File: src/rtl/subr_pkg.sv
package subr_pkg;

   typedef enum logic [2:0] {
      ST_IDLE,
      ST_COARSE,
      ST_SETTLE,
      ST_FINE,
      ST_DONE
   } conv_state_e;

endpackage

File: src/rtl/subr_therm_enc.sv
module subr_therm_enc #(
   parameter int STAGE_W = 4,
   localparam int THERM_W = (1 << STAGE_W) - 1
) (
   input  logic [THERM_W-1:0] therm_i,
   output logic [STAGE_W-1:0] code_o
);

   // highest set bit wins; bubbles below it are ignored
   always_comb begin
      code_o = '0;
      for (int i = 0; i < THERM_W; i++) begin
         if (therm_i[i]) code_o = STAGE_W'(i + 1);
      end
   end

   // nothing set above the encoded position, and the position itself is set
   always_comb begin
      a_r5_enc_top : assert ((therm_i >> code_o) == '0);
      if (code_o != '0) begin
         a_r5_enc_hit : assert (therm_i[code_o - 1'b1]);
      end
   end

endmodule

File: src/rtl/subr_settle_timer.sv
module subr_settle_timer #(
   parameter int SETTLE_CYC = 4,
   localparam int CNT_W = $clog2(SETTLE_CYC + 1)
) (
   input  logic clk,
   input  logic rst_n,
   input  logic load_i,
   output logic done_o
);

   logic [CNT_W-1:0] cnt_q;

   always_ff @(posedge clk or negedge rst_n) begin
      if (!rst_n) begin
         cnt_q <= '0;
      end else if (load_i) begin
         cnt_q <= CNT_W'(SETTLE_CYC - 1);
      end else if (cnt_q != '0) begin
         cnt_q <= cnt_q - 1'b1;
      end
   end

   assign done_o = (cnt_q == '0);

   generate
      if (SETTLE_CYC > 1) begin : g_multi
         // a freshly loaded wait never reports done on the next cycle
         a_r3_settle_wait : assert property (@(posedge clk) disable iff (!rst_n)
            load_i |=> !done_o);
      end
   endgenerate

endmodule

File: src/rtl/subr_two_step_seq.sv
module subr_two_step_seq
   import subr_pkg::*;
#(
   parameter int STAGE_W    = 4,
   parameter int SETTLE_CYC = 4,
   localparam int THERM_W = (1 << STAGE_W) - 1,
   localparam int RES_W   = 2 * STAGE_W
) (
   input  logic               clk,
   input  logic               rst_n,
   input  logic               start_i,
   input  logic [THERM_W-1:0] coarse_therm_i,
   input  logic [THERM_W-1:0] fine_therm_i,
   output logic [STAGE_W-1:0] dac_code_o,
   output logic               busy_o,
   output logic               valid_o,
   output logic [RES_W-1:0]   result_o,
   output logic               ovf_o
);

   generate
      if (STAGE_W < 2 || STAGE_W > 6) begin : g_bad_stage
         $error("subr_two_step_seq: STAGE_W must lie in 2..6");
      end
      if (SETTLE_CYC < 1) begin : g_bad_settle
         $error("subr_two_step_seq: SETTLE_CYC must be at least 1");
      end
   endgenerate

   conv_state_e        state_q;
   logic [STAGE_W-1:0] coarse_code;
   logic [STAGE_W-1:0] fine_code;
   logic [STAGE_W-1:0] coarse_q;
   logic [RES_W-1:0]   result_q;
   logic               ovf_q;
   logic               valid_q;
   logic               settle_done;

   subr_therm_enc #(.STAGE_W(STAGE_W)) u_enc_coarse (
      .therm_i (coarse_therm_i),
      .code_o  (coarse_code)
   );

   subr_therm_enc #(.STAGE_W(STAGE_W)) u_enc_fine (
      .therm_i (fine_therm_i),
      .code_o  (fine_code)
   );

   subr_settle_timer #(.SETTLE_CYC(SETTLE_CYC)) u_settle (
      .clk    (clk),
      .rst_n  (rst_n),
      .load_i (state_q == ST_COARSE),
      .done_o (settle_done)
   );

   always_ff @(posedge clk or negedge rst_n) begin
      if (!rst_n) begin
         state_q  <= ST_IDLE;
         coarse_q <= '0;
         result_q <= '0;
         ovf_q    <= 1'b0;
         valid_q  <= 1'b0;
      end else begin
         case (state_q)
            ST_IDLE: begin
               if (start_i) state_q <= ST_COARSE;
            end
            ST_COARSE: begin
               coarse_q <= coarse_code;
               state_q  <= ST_SETTLE;
            end
            ST_SETTLE: begin
               if (settle_done) state_q <= ST_FINE;
            end
            ST_FINE: begin
               result_q <= {coarse_q, fine_code};
               ovf_q    <= (&coarse_q) & (&fine_code);
               valid_q  <= 1'b1;
               state_q  <= ST_DONE;
            end
            ST_DONE: begin
               valid_q <= 1'b0;
               state_q <= ST_IDLE;
            end
            default: state_q <= ST_IDLE;
         endcase
      end
   end

   assign dac_code_o = coarse_q;
   assign busy_o     = (state_q != ST_IDLE);
   assign valid_o    = valid_q;
   assign result_o   = result_q;
   assign ovf_o      = ovf_q;

   // DAC code cannot move while the residue is settling
   a_r2_dac_hold : assert property (@(posedge clk) disable iff (!rst_n)
      (state_q == ST_SETTLE) |=> $stable(dac_code_o));

   // overflow only with a full-scale result
   a_r6_ovf_full : assert property (@(posedge clk) disable iff (!rst_n)
      ovf_o |-> (&result_o));

   // strobe lasts a single cycle
   a_r7_valid_pulse : assert property (@(posedge clk) disable iff (!rst_n)
      valid_o |=> !valid_o);

   // result only moves with the strobe
   a_r7_result_hold : assert property (@(posedge clk) disable iff (!rst_n)
      !valid_o |=> (valid_o || $stable(result_o)));

   // the strobe lies inside the busy window
   a_r8_busy_valid : assert property (@(posedge clk) disable iff (!rst_n)
      valid_o |-> busy_o);

   // a busy sequencer never re-enters the coarse step directly
   a_r9_no_restart : assert property (@(posedge clk) disable iff (!rst_n)
      busy_o |=> (state_q != ST_COARSE));

endmodule

File: config.mk
export PLATFORM = sky130hd
export DESIGN_NAME = subr_two_step_seq
export DESIGN_NICKNAME = d
export VERILOG_FILES = /design/src/rtl/subr_pkg.sv /design/src/rtl/subr_therm_enc.sv /design/src/rtl/subr_settle_timer.sv /design/src/rtl/subr_two_step_seq.sv
export SDC_FILE = /design/constraint.sdc
export NUM_CORES = 1
export LEC_CHECK = 0
export ABC_AREA = 1
export BUFFER_PORTS_ARGS = -buffer_cell sky130_fd_sc_hd__clkbuf_2
export CORE_ASPECT_RATIO = 0.9
export CORE_MARGIN = 3
export CORE_UTILIZATION = 43
export DETAILED_ROUTE_END_ITERATION = 8
export PLACE_DENSITY = 0.75
export REMOVE_ABC_BUFFERS = 1
export SYNTH_ARGS = -nofsm -noshare
export SYNTH_HDL_FRONTEND = slang
export SYNTH_HIERARCHICAL = 1
export SYNTH_SLANG_ARGS = --single-unit
File: constraint.sdc
create_clock -name clk -period 1.2 [get_ports clk]
set_clock_uncertainty 0.2 [all_clocks]
set_input_delay 0.06 -clock clk [delete_from_list [all_inputs] [get_ports clk]]
set_output_delay 0.06 -clock clk [all_outputs]
set_load 0.01 [all_outputs]
==> impl_summary.log, run 1 <==
INFO  metric post_synthesis_register_bit_count = 20
INFO  metric initial_utilization = 0.4711
INFO  metric cts_tree = built
INFO  metric die_w = 61.74 um
INFO  metric netlist_instances = 186
INFO  metric global_route.overflow_total = 0
INFO  metric r2r_setup_slk = -0.10 ns
INFO  metric tritoncts.num_buffers = 3
INFO  metric drt_first_pass_iters = 4
INFO  metric setup_ws = -0.1636 ns
INFO  metric ant_diodes = 0
INFO  metric report.final.hold_viol_count = 2
INFO  metric ff2ff_path_depth = 6
INFO  metric core-area = 2552 um^2
INFO  metric pin_count = 48
INFO  metric routed-via-count = 1369
INFO  metric min_from = coarse_therm_i[10]
INFO  metric die_height = 56.17 um
INFO  metric dieArea = 3468 um^2
INFO  metric status = complete, but fails checks
INFO  metric route.detailed.drc = 0
INFO  metric post_drt_wl_per_cell = 10.57 um
INFO  metric gp_congestion = 0.7611
INFO  metric finalCritPeriodShare = 1.136
INFO  metric powerDensity = 2072 nW/um^2
INFO  metric grt_first_pass_wirelength = 4836 um
INFO  metric setup.worst_path.class = reg2out
INFO  metric yosys.cell_types.count = 14
INFO  metric slew_headroom = 0.6758
INFO  metric synth_sequential_area_ratio = 0.4162
INFO  metric worst_setup_path_end_kind = output port
INFO  metric cellLeakagePower = 1.136 nW
INFO  metric final_antenna_net_count = 0
INFO  metric routed_wirelength = 3138 um
INFO  metric clock_path_buffers = 2
INFO  metric power.total = 0.003993 W
INFO  metric slew_violations = 0
INFO  metric regToRegEndpoint = ovf_o$_DFFE_PN0N_
INFO  metric final_layout_size_suffix_gt1_frac = 0.4312
INFO  metric hp-class = in2reg
INFO  metric min_period = 1.364 ns
INFO  metric largest_net_degree_at_the_start_of_global_routing = 21
INFO  metric initial_antenna_violation_count = 0
INFO  metric fmax = 0.7333 GHz
INFO  metric layout_common_cells = 76 x sky130_fd_sc_hd__nand2_1, 44 x sky130_fd_sc_hd__clkbuf_2, 23 x sky130_fd_sc_hd__inv_1
INFO  metric grt.total_usage = 0.1809
INFO  metric path_max_fanout = 3
INFO  metric final_common_cell = sky130_fd_sc_hd__nand2_1
INFO  metric detail_route.iter0.violations = 49
INFO  metric worst_skew_pair.late_latency = 0.30 ns
INFO  metric multi_input_comb_area = 644.4 um^2
INFO  metric layout.cell_area.non_filler = 1927 um^2
INFO  metric synth.avg_cell_area = 6.465 um^2
INFO  metric setup-violations-final = 16
INFO  metric drv.max_cap_violation_count = 0
INFO  metric dp.final_hpwl = 2200 um
INFO  metric register_area = 505.5 um^2
INFO  metric start_kind = flop
INFO  metric grt_setup_unrepaired = yes
INFO  metric core.rowCount = 17
INFO  metric area_delta_synth_final = 60.25%
INFO  metric io_buffers = 47
INFO  metric timing.hold.ws = -0.1284 ns
INFO  metric ctsHtreeMaxLevel = 1
INFO  metric worstHoldEndpoint = dac_code_o[3]$_DFFE_PN0P_
INFO  metric cts.sinks = 20
INFO  metric timing_worst_slew_pin_value = 0.4863 ns
INFO  metric synthesis.yosys.warnings = 6
INFO  metric viasPerCell = 4.609
INFO  metric critical_path_required = 0.94 ns
INFO  metric max-vdd-ir-drop = 1360 uV
INFO  metric syn_area = 1202 um^2
INFO  metric timing.critical_path.arrival = 1.10 ns
INFO  metric min_path_cells = 5
INFO  metric cts.reportedPaths.clkPinSlew = 0.11 ns
INFO  metric clk_root_buffer_cell = sky130_fd_sc_hd__clkbuf_4
INFO  metric nNetsFinal = 305
INFO  metric placed_area = 1589 um^2
INFO  metric first_global_vias = 1188
INFO  metric fillCellCount = 211
INFO  metric failed_checks = hold timing, setup timing
INFO  metric r2r_start = state_q[1]$_DFFE_PN0P_
[routing by layer]
metal | vias to the layer above | global-route usage | part of all wire
met3 | 2 | 0.04640 | 0.052
met4 | 0 | 0.03333 | 0.0051
li1 | 722 | - | -
met2 | 43 | 0.3169 | 0.52
met1 | 602 | 0.2178 | 0.42
met5 | - | 0 | 0
[registers in the layout, summed over array words and instances, names as in the netlist]
name            cells
dac_code_o          4
ovf_o               1
result_o            8
state_q             3
u_settle/cnt_q      3
valid_o             1
[layout make-up]
class	instances	area share
flip-flops and latches	20	0.2623
clock inverters	1	0.01558
inverters	39	0.07727
multi-input cells	126	0.3344
clock buffers	3	0.01169
repair buffers	80	0.2805
well taps	28	0.01818
[where the power goes]
group          switching [W]  leakage [nW]  internal (W)
combinational        0.00109         0.871       0.00104
sequential          0.000295         0.236       0.00102
clock               0.000214        0.0279      0.000338
total                0.00160          1.14       0.00240
[worst max-delay path by stage]
stage                           startpoint                 to  cells past startpoint
global placement           fine_therm_i[1]  ovf_o$_DFFE_PN0N_                     20
global route        state_q[2]$_DFFE_PN0P_             busy_o                      3
CTS                 state_q[1]$_DFFE_PN0P_             busy_o                      4
finish              state_q[2]$_DFFE_PN0P_             busy_o                      3
detailed placement         fine_therm_i[1]  ovf_o$_DFFE_PN0N_                     20
floorplan           state_q[1]$_DFFE_PN0P_  ovf_o$_DFFE_PN0N_                      5
[synthesized netlist by cell type]
cell	count	area (um^2)
sky130_fd_sc_hd__inv_2	10	37.54
sky130_fd_sc_hd__buf_6	1	11.26
sky130_fd_sc_hd__nand3_2	1	10.01
sky130_fd_sc_hd__nand3_1	17	85.08
sky130_fd_sc_hd__nor2_1	9	33.78
sky130_fd_sc_hd__nand2_2	2	12.51
sky130_fd_sc_hd__nor4_1	4	25.02
sky130_fd_sc_hd__inv_1	29	108.9
sky130_fd_sc_hd__nor2_2	2	12.51
sky130_fd_sc_hd__o21ai_0	4	20.02
sky130_fd_sc_hd__ha_1	2	25.02
sky130_fd_sc_hd__nand2_1	84	315.3
sky130_fd_sc_hd__dfrtp_1	20	500.5
sky130_fd_sc_hd__nor3_1	1	5.000
[through the flow]
step           setup TNS [ns]  hold slack, ns  cells  worst slack, ns    util
6_report               -1.292         -0.1284    297          -0.1636  0.7549
5_1_grt                -2.357        -0.08962    297          -0.2095  0.7549
4_1_cts                -1.213         -0.1393    294          -0.1424  0.6971
3_5_place_dp          -0.3913         -0.1625    277          -0.2103  0.6225
3_3_place_gp          -0.3188         -0.1593    277          -0.1697  0.6225
2_1_floorplan         -0.8410         -0.4356    185         -0.09179       -
[kinds of logic after synthesis]
group / after synthesis / share of synthesized area
compound gates: 4 / 0.01665
fa+ha+maj: 2 / 0.02081
buf+inv: 40 / 0.1311
flops: 20 / 0.4162
simple gates: 120 / 0.4152
[repair_timing]
item | CTS | global route
endpoints found under the hold margin | 29 | 3
buffers inserted | 3 | 4
pin swaps | 1 | 6
cloned | 0 | 0
setup endpoints to repair | 15 | 21
hold buffers | 10 | 1
gates resized for setup | 7 | 39
[critical path, stage by stage (launching register included)]
cell                      delay (ns)
sky130_fd_sc_hd__dfrtp_2        0.46
sky130_fd_sc_hd__nor2_4         0.16
sky130_fd_sc_hd__nand2_4        0.06
sky130_fd_sc_hd__buf_6          0.12
(Power assumes the default switching activity.)
==> run 2, diff against run 1 <==
- CORE_UTILIZATION: 43 -> 42
- PLACE_DENSITY: 0.75 -> 0.74
- SYNTH_HIERARCHICAL: 1 -> default
==> run 2 against run 1 <==
Net effect: the run still ends with hold timing, setup timing left; non-clock buffer count up 1; sequential power down 11%; clock-buffer cell count up 1; power down 8.9%; critical endpoint unchanged; first-iteration DRC count up 43%.
==> impl_summary.log, run 2 <==
INFO  metric synthDominantAreaCellType = sky130_fd_sc_hd__dfrtp_1 (unchanged)
INFO  metric timing_worst_slew_pin_value = 0.4770 ns (was 0.4863 ns)
INFO  metric timing.setup.tns = -2.602 ns (was -1.292 ns)
INFO  metric drt_first_pass_iters = 4 (unchanged)
INFO  metric cts-hold-fix-buffers = 18 (was 10)
INFO  metric ctsHtreeMaxLevel = 1 (unchanged)
INFO  metric clock_path_buffers = 2 (unchanged)
INFO  metric viasPerCell = 4.856 (was 4.609)
INFO  metric critical_path.startpoint = state_q[0]$_DFFE_PN0P_ (was state_q[2]$_DFFE_PN0P_)
INFO  metric grt_setup_unrepaired = yes (unchanged)
INFO  metric worst_setup_path_end_kind = output port (unchanged)
INFO  metric timing.hold.ws = -0.1581 ns (was -0.1284 ns)
INFO  metric grt.total_usage = 0.2054 (was 0.1809)
INFO  metric gp_congestion = 0.7810 (was 0.7611)
INFO  metric final_antenna_net_count = 0 (unchanged)
INFO  metric nNetsFinal = 272 (was 305)
INFO  metric critPathMaxStageDelay = 0.42 ns (was 0.46 ns)
INFO  metric slowest_cell_on_crit_path = sky130_fd_sc_hd__dfrtp_1 (was sky130_fd_sc_hd__dfrtp_2)
INFO  metric detail_route.iter0.violations = 70 (was 49)
INFO  metric path_max_fanout = 2 (was 3)
INFO  metric synth_common_cells = 43 x sky130_fd_sc_hd__nand2_1, 31 x sky130_fd_sc_hd__inv_1, 20 x sky130_fd_sc_hd__dfrtp_1 (was 84 x sky130_fd_sc_hd__nand2_1, 29 x sky130_fd_sc_hd__inv_1, 20 x sky130_fd_sc_hd__dfrtp_1)
INFO  metric final_layout_size_suffix_gt1_frac = 0.4110 (was 0.4312)
INFO  metric timing.critical_path.arrival = 1.20 ns (was 1.10 ns)
INFO  metric pin_count = 48 (unchanged)
INFO  metric die_w = 61.10 um (was 61.74 um)
INFO  metric flip_flop_count_of_the_largest_register_all_copies_and_words_added = 8 (unchanged)
INFO  metric cellLeakagePower = 1.036 nW (was 1.136 nW)
INFO  metric synth_sequential_area_ratio = 0.4362 (was 0.4162)
INFO  metric area_delta_synth_final = 59.98% (was 60.25%)
INFO  metric first_global_vias = 1325 (was 1188)
INFO  metric slew_headroom = 0.6820 (was 0.6758)
INFO  metric initial_utilization = 0.4533 (was 0.4711)
INFO  metric synth.area.top_cells = sky130_fd_sc_hd__dfrtp_1 44%, sky130_fd_sc_hd__nand2_1 14%, sky130_fd_sc_hd__inv_1 10%, sky130_fd_sc_hd__nand3_1 4.4%, sky130_fd_sc_hd__o21ai_2 3.1% (was sky130_fd_sc_hd__dfrtp_1 42%, sky130_fd_sc_hd__nand2_1 26%, sky130_fd_sc_hd__inv_1 9.1%, sky130_fd_sc_hd__nand3_1 7.1%, sky130_fd_sc_hd__inv_2 3.1%)
INFO  metric synth_flop_cell = sky130_fd_sc_hd__dfrtp_1 (unchanged)
INFO  metric yosys.cell_count.top_type = sky130_fd_sc_hd__nand2_1 (unchanged)
INFO  metric critical_path_required = 0.94 ns (about the same)
INFO  metric dp.final_hpwl = 2143 um (was 2200 um)
INFO  metric hp-class = in2reg (unchanged)
INFO  metric report.final.hold_viol_count = 2 (unchanged)
INFO  metric powerDensity = 1982 nW/um^2 (was 2072 nW/um^2)
INFO  metric min_period = 1.457 ns (was 1.364 ns)
INFO  metric setup-violations-final = 21 (was 16)
INFO  metric ant_diodes = 0 (unchanged)
INFO  metric fmax = 0.6863 GHz (was 0.7333 GHz)
INFO  metric io_buffers = 47 (unchanged)
INFO  metric die_height = 55.59 um (was 56.17 um)
INFO  metric failed_checks = hold timing, setup timing (unchanged)
INFO  metric r2r_start = state_q[2]$_DFFE_PN0P_ (was state_q[1]$_DFFE_PN0P_)
INFO  metric asyncSetResetFlopFracSynth = 1.000 (unchanged)
INFO  metric dieArea = 3396 um^2 (was 3468 um^2)
INFO  metric worst_skew_pair.late_latency = 0.30 ns (about the same)
INFO  metric setup_ws = -0.2570 ns (was -0.1636 ns)
INFO  metric cts.sinks = 20 (unchanged)
INFO  metric post_synthesis_register_bit_count = 20 (unchanged)
INFO  metric critical_path_buf_inv_count = 2 (was 1)
INFO  metric cts.reportedPaths.clkPinSlew = 0.12 ns (was 0.11 ns)
INFO  metric largest_net_degree_at_the_start_of_global_routing = 21 (unchanged)
INFO  metric min_from = coarse_therm_i[7] (was coarse_therm_i[10])
INFO  metric fillCellCount = 186 (was 211)
INFO  metric clk_root_buffer_cell = sky130_fd_sc_hd__clkbuf_4 (unchanged)
INFO  metric worst_path_dominant_cell_family = flip-flops (unchanged)
INFO  metric setup.worst_path.class = reg2out (unchanged)
INFO  metric drv.max_cap_violation_count = 0 (unchanged)
INFO  metric syn_area = 1147 um^2 (was 1202 um^2)
INFO  metric status = complete, but fails checks (unchanged)
INFO  metric finalCritPeriodShare = 1.214 (was 1.136)
INFO  metric number_of_flops_mapped_to_enable_cells_by_yosys = 0 (unchanged)
INFO  metric max-vdd-ir-drop = 1127 uV (was 1360 uV)
INFO  metric synth_top_area_share = 0.4362 (was 0.4162)
INFO  metric core.rowCount = 17 (unchanged)
INFO  metric timing.critical_path.cells = buf_6 -> nor2_4 -> nand2_2 -> buf_6 (was nor2_4 -> nand2_4 -> buf_6)
INFO  metric final_common_cell = sky130_fd_sc_hd__clkbuf_2 (was sky130_fd_sc_hd__nand2_1)
INFO  metric r2r_setup_slk = -0.17 ns (was -0.10 ns)
INFO  metric routed-via-count = 1282 (was 1369)
INFO  metric cts_tree = built (unchanged)
INFO  metric slew_violations = 0 (unchanged)
INFO  metric synth.avg_cell_area = 7.548 um^2 (was 6.465 um^2)
INFO  metric netlist_instances = 152 (was 186)
INFO  metric tritoncts.num_buffers = 3 (unchanged)
INFO  metric grt_first_pass_wirelength = 5292 um (was 4836 um)
INFO  metric synthesis.yosys.warnings = 0 (was 6)
INFO  metric placed_area = 1466 um^2 (was 1589 um^2)
INFO  metric core-area = 2531 um^2 (was 2552 um^2)
INFO  metric post_drt_wl_per_cell = 12.15 um (was 10.57 um)
INFO  metric yosys.cell_types.count = 27 (was 14)
INFO  metric initial_antenna_violation_count = 0 (unchanged)
INFO  metric layout.cell_area.non_filler = 1836 um^2 (was 1927 um^2)
INFO  metric routed_wirelength = 3208 um (was 3138 um)
INFO  metric start_kind = flop (unchanged)
INFO  metric route.detailed.drc = 0 (unchanged)
INFO  metric crit_top_cell = sky130_fd_sc_hd__buf_6
INFO  metric global_route.overflow_total = 0 (unchanged)
INFO  metric layout_common_cells = 46 x sky130_fd_sc_hd__clkbuf_2, 40 x sky130_fd_sc_hd__nand2_1, 29 x sky130_fd_sc_hd__inv_1 (was 76 x sky130_fd_sc_hd__nand2_1, 44 x sky130_fd_sc_hd__clkbuf_2, 23 x sky130_fd_sc_hd__inv_1)
==> run 2: cell count changes in the layout (fill, tap and decap cells not counted), moves of 6 or more <==
| cell | change |
|---|---|
| sky130_fd_sc_hd__dlygate4sd3_1 | +9 |
| sky130_fd_sc_hd__inv_1 | +6 |
| sky130_fd_sc_hd__nand3_1 | -6 |
| sky130_fd_sc_hd__buf_4 | -7 |
| sky130_fd_sc_hd__inv_2 | -7 |
| sky130_fd_sc_hd__nand2_1 | -36 |
==> run 2: stage by stage <==
step / hold WS [ns] / utilization / instances / total power (W) / setup slack, ns
final: -0.1581 / 0.7252 / 264 / 0.003639 / -0.2570
after detailed placement: -0.1576 / 0.5793 / 234 / 0.002708 / -0.2143
after CTS: -0.1512 / 0.7143 / 262 / 0.003539 / -0.1912
after floorplan: -0.4356 / - / 151 / 0.002047 / -0.1669
after global routing: -0.1472 / 0.7252 / 264 / 0.003944 / -0.3092
after global placement: -0.1629 / 0.5793 / 234 / 0.002618 / -0.1304
==> run 2: kinds of logic after synthesis <==
logic type / count (synthesis) / synth area share
simple gates: 70 / 0.2737
buf+inv: 39 / 0.1341
flops: 20 / 0.4362
fa+ha+maj: 2 / 0.02181
xor+xnor: 1 / 0.007635
compound gates: 20 / 0.1265
==> run 2: routing by layer <==
metal,part of all wire,up-vias,track usage
li1,-,649,-
met1,0.40,579,0.2296
met2,0.53,47,0.3746
met3,0.053,7,0.02320
met4,0.022,0,0.08669
met5,0,-,0
==> run 2: path summary, 6_finish.rpt <==
kind,cells after the start,end
worst max-delay path,4,busy_o
worst min-delay path,4,dac_code_o[2]$_DFFE_PN0P_
worst max register to register,5,result_o[1]$_DFFE_PN0N_
worst min register to register,2,result_o[3]$_DFFE_PN0N_
max in group asynchronous,2,result_o[3]$_DFFE_PN0N_
min in group asynchronous,2,u_settle.cnt_q[2]$_DFFE_PN0P_
==> run 2: final cells by class <==
cell class	count	area, um^2	area share
repair buffers	81	554.3	0.3020
multi-input cells	93	564.3	0.3074
inverters	38	145.1	0.07907
clock buffers	4	36.28	0.01977
well taps	28	35.03	0.01909
flip-flops and latches	20	500.5	0.2727
==> run 2: report_power, final <==
group | internal (W) | switching, W
Combinational | 0.00101 | 0.00106
Sequential | 0.000973 | 0.000203
Clock | 0.000185 | 0.000207
Total | 0.00217 | 0.00147
==> run 2: worst reg2reg max path: stages, from the launching register on <==
cell and delay (ns):
sky130_fd_sc_hd__dfrtp_1 0.43, sky130_fd_sc_hd__buf_4 0.15, sky130_fd_sc_hd__nor3_4 0.17, sky130_fd_sc_hd__buf_6 0.15, sky130_fd_sc_hd__nor2_1 0.04, sky130_fd_sc_hd__a41oi_1 0.16
==> run 2: what timing repair did <==
item                                    4_1_cts  5_1_grt
pin swaps                                     6        5
cloned                                        1        0
gates resized for setup                      23        3
endpoints found under the setup margin       20       21
hold endpoints to repair                     30        2
buffers inserted                              5        2
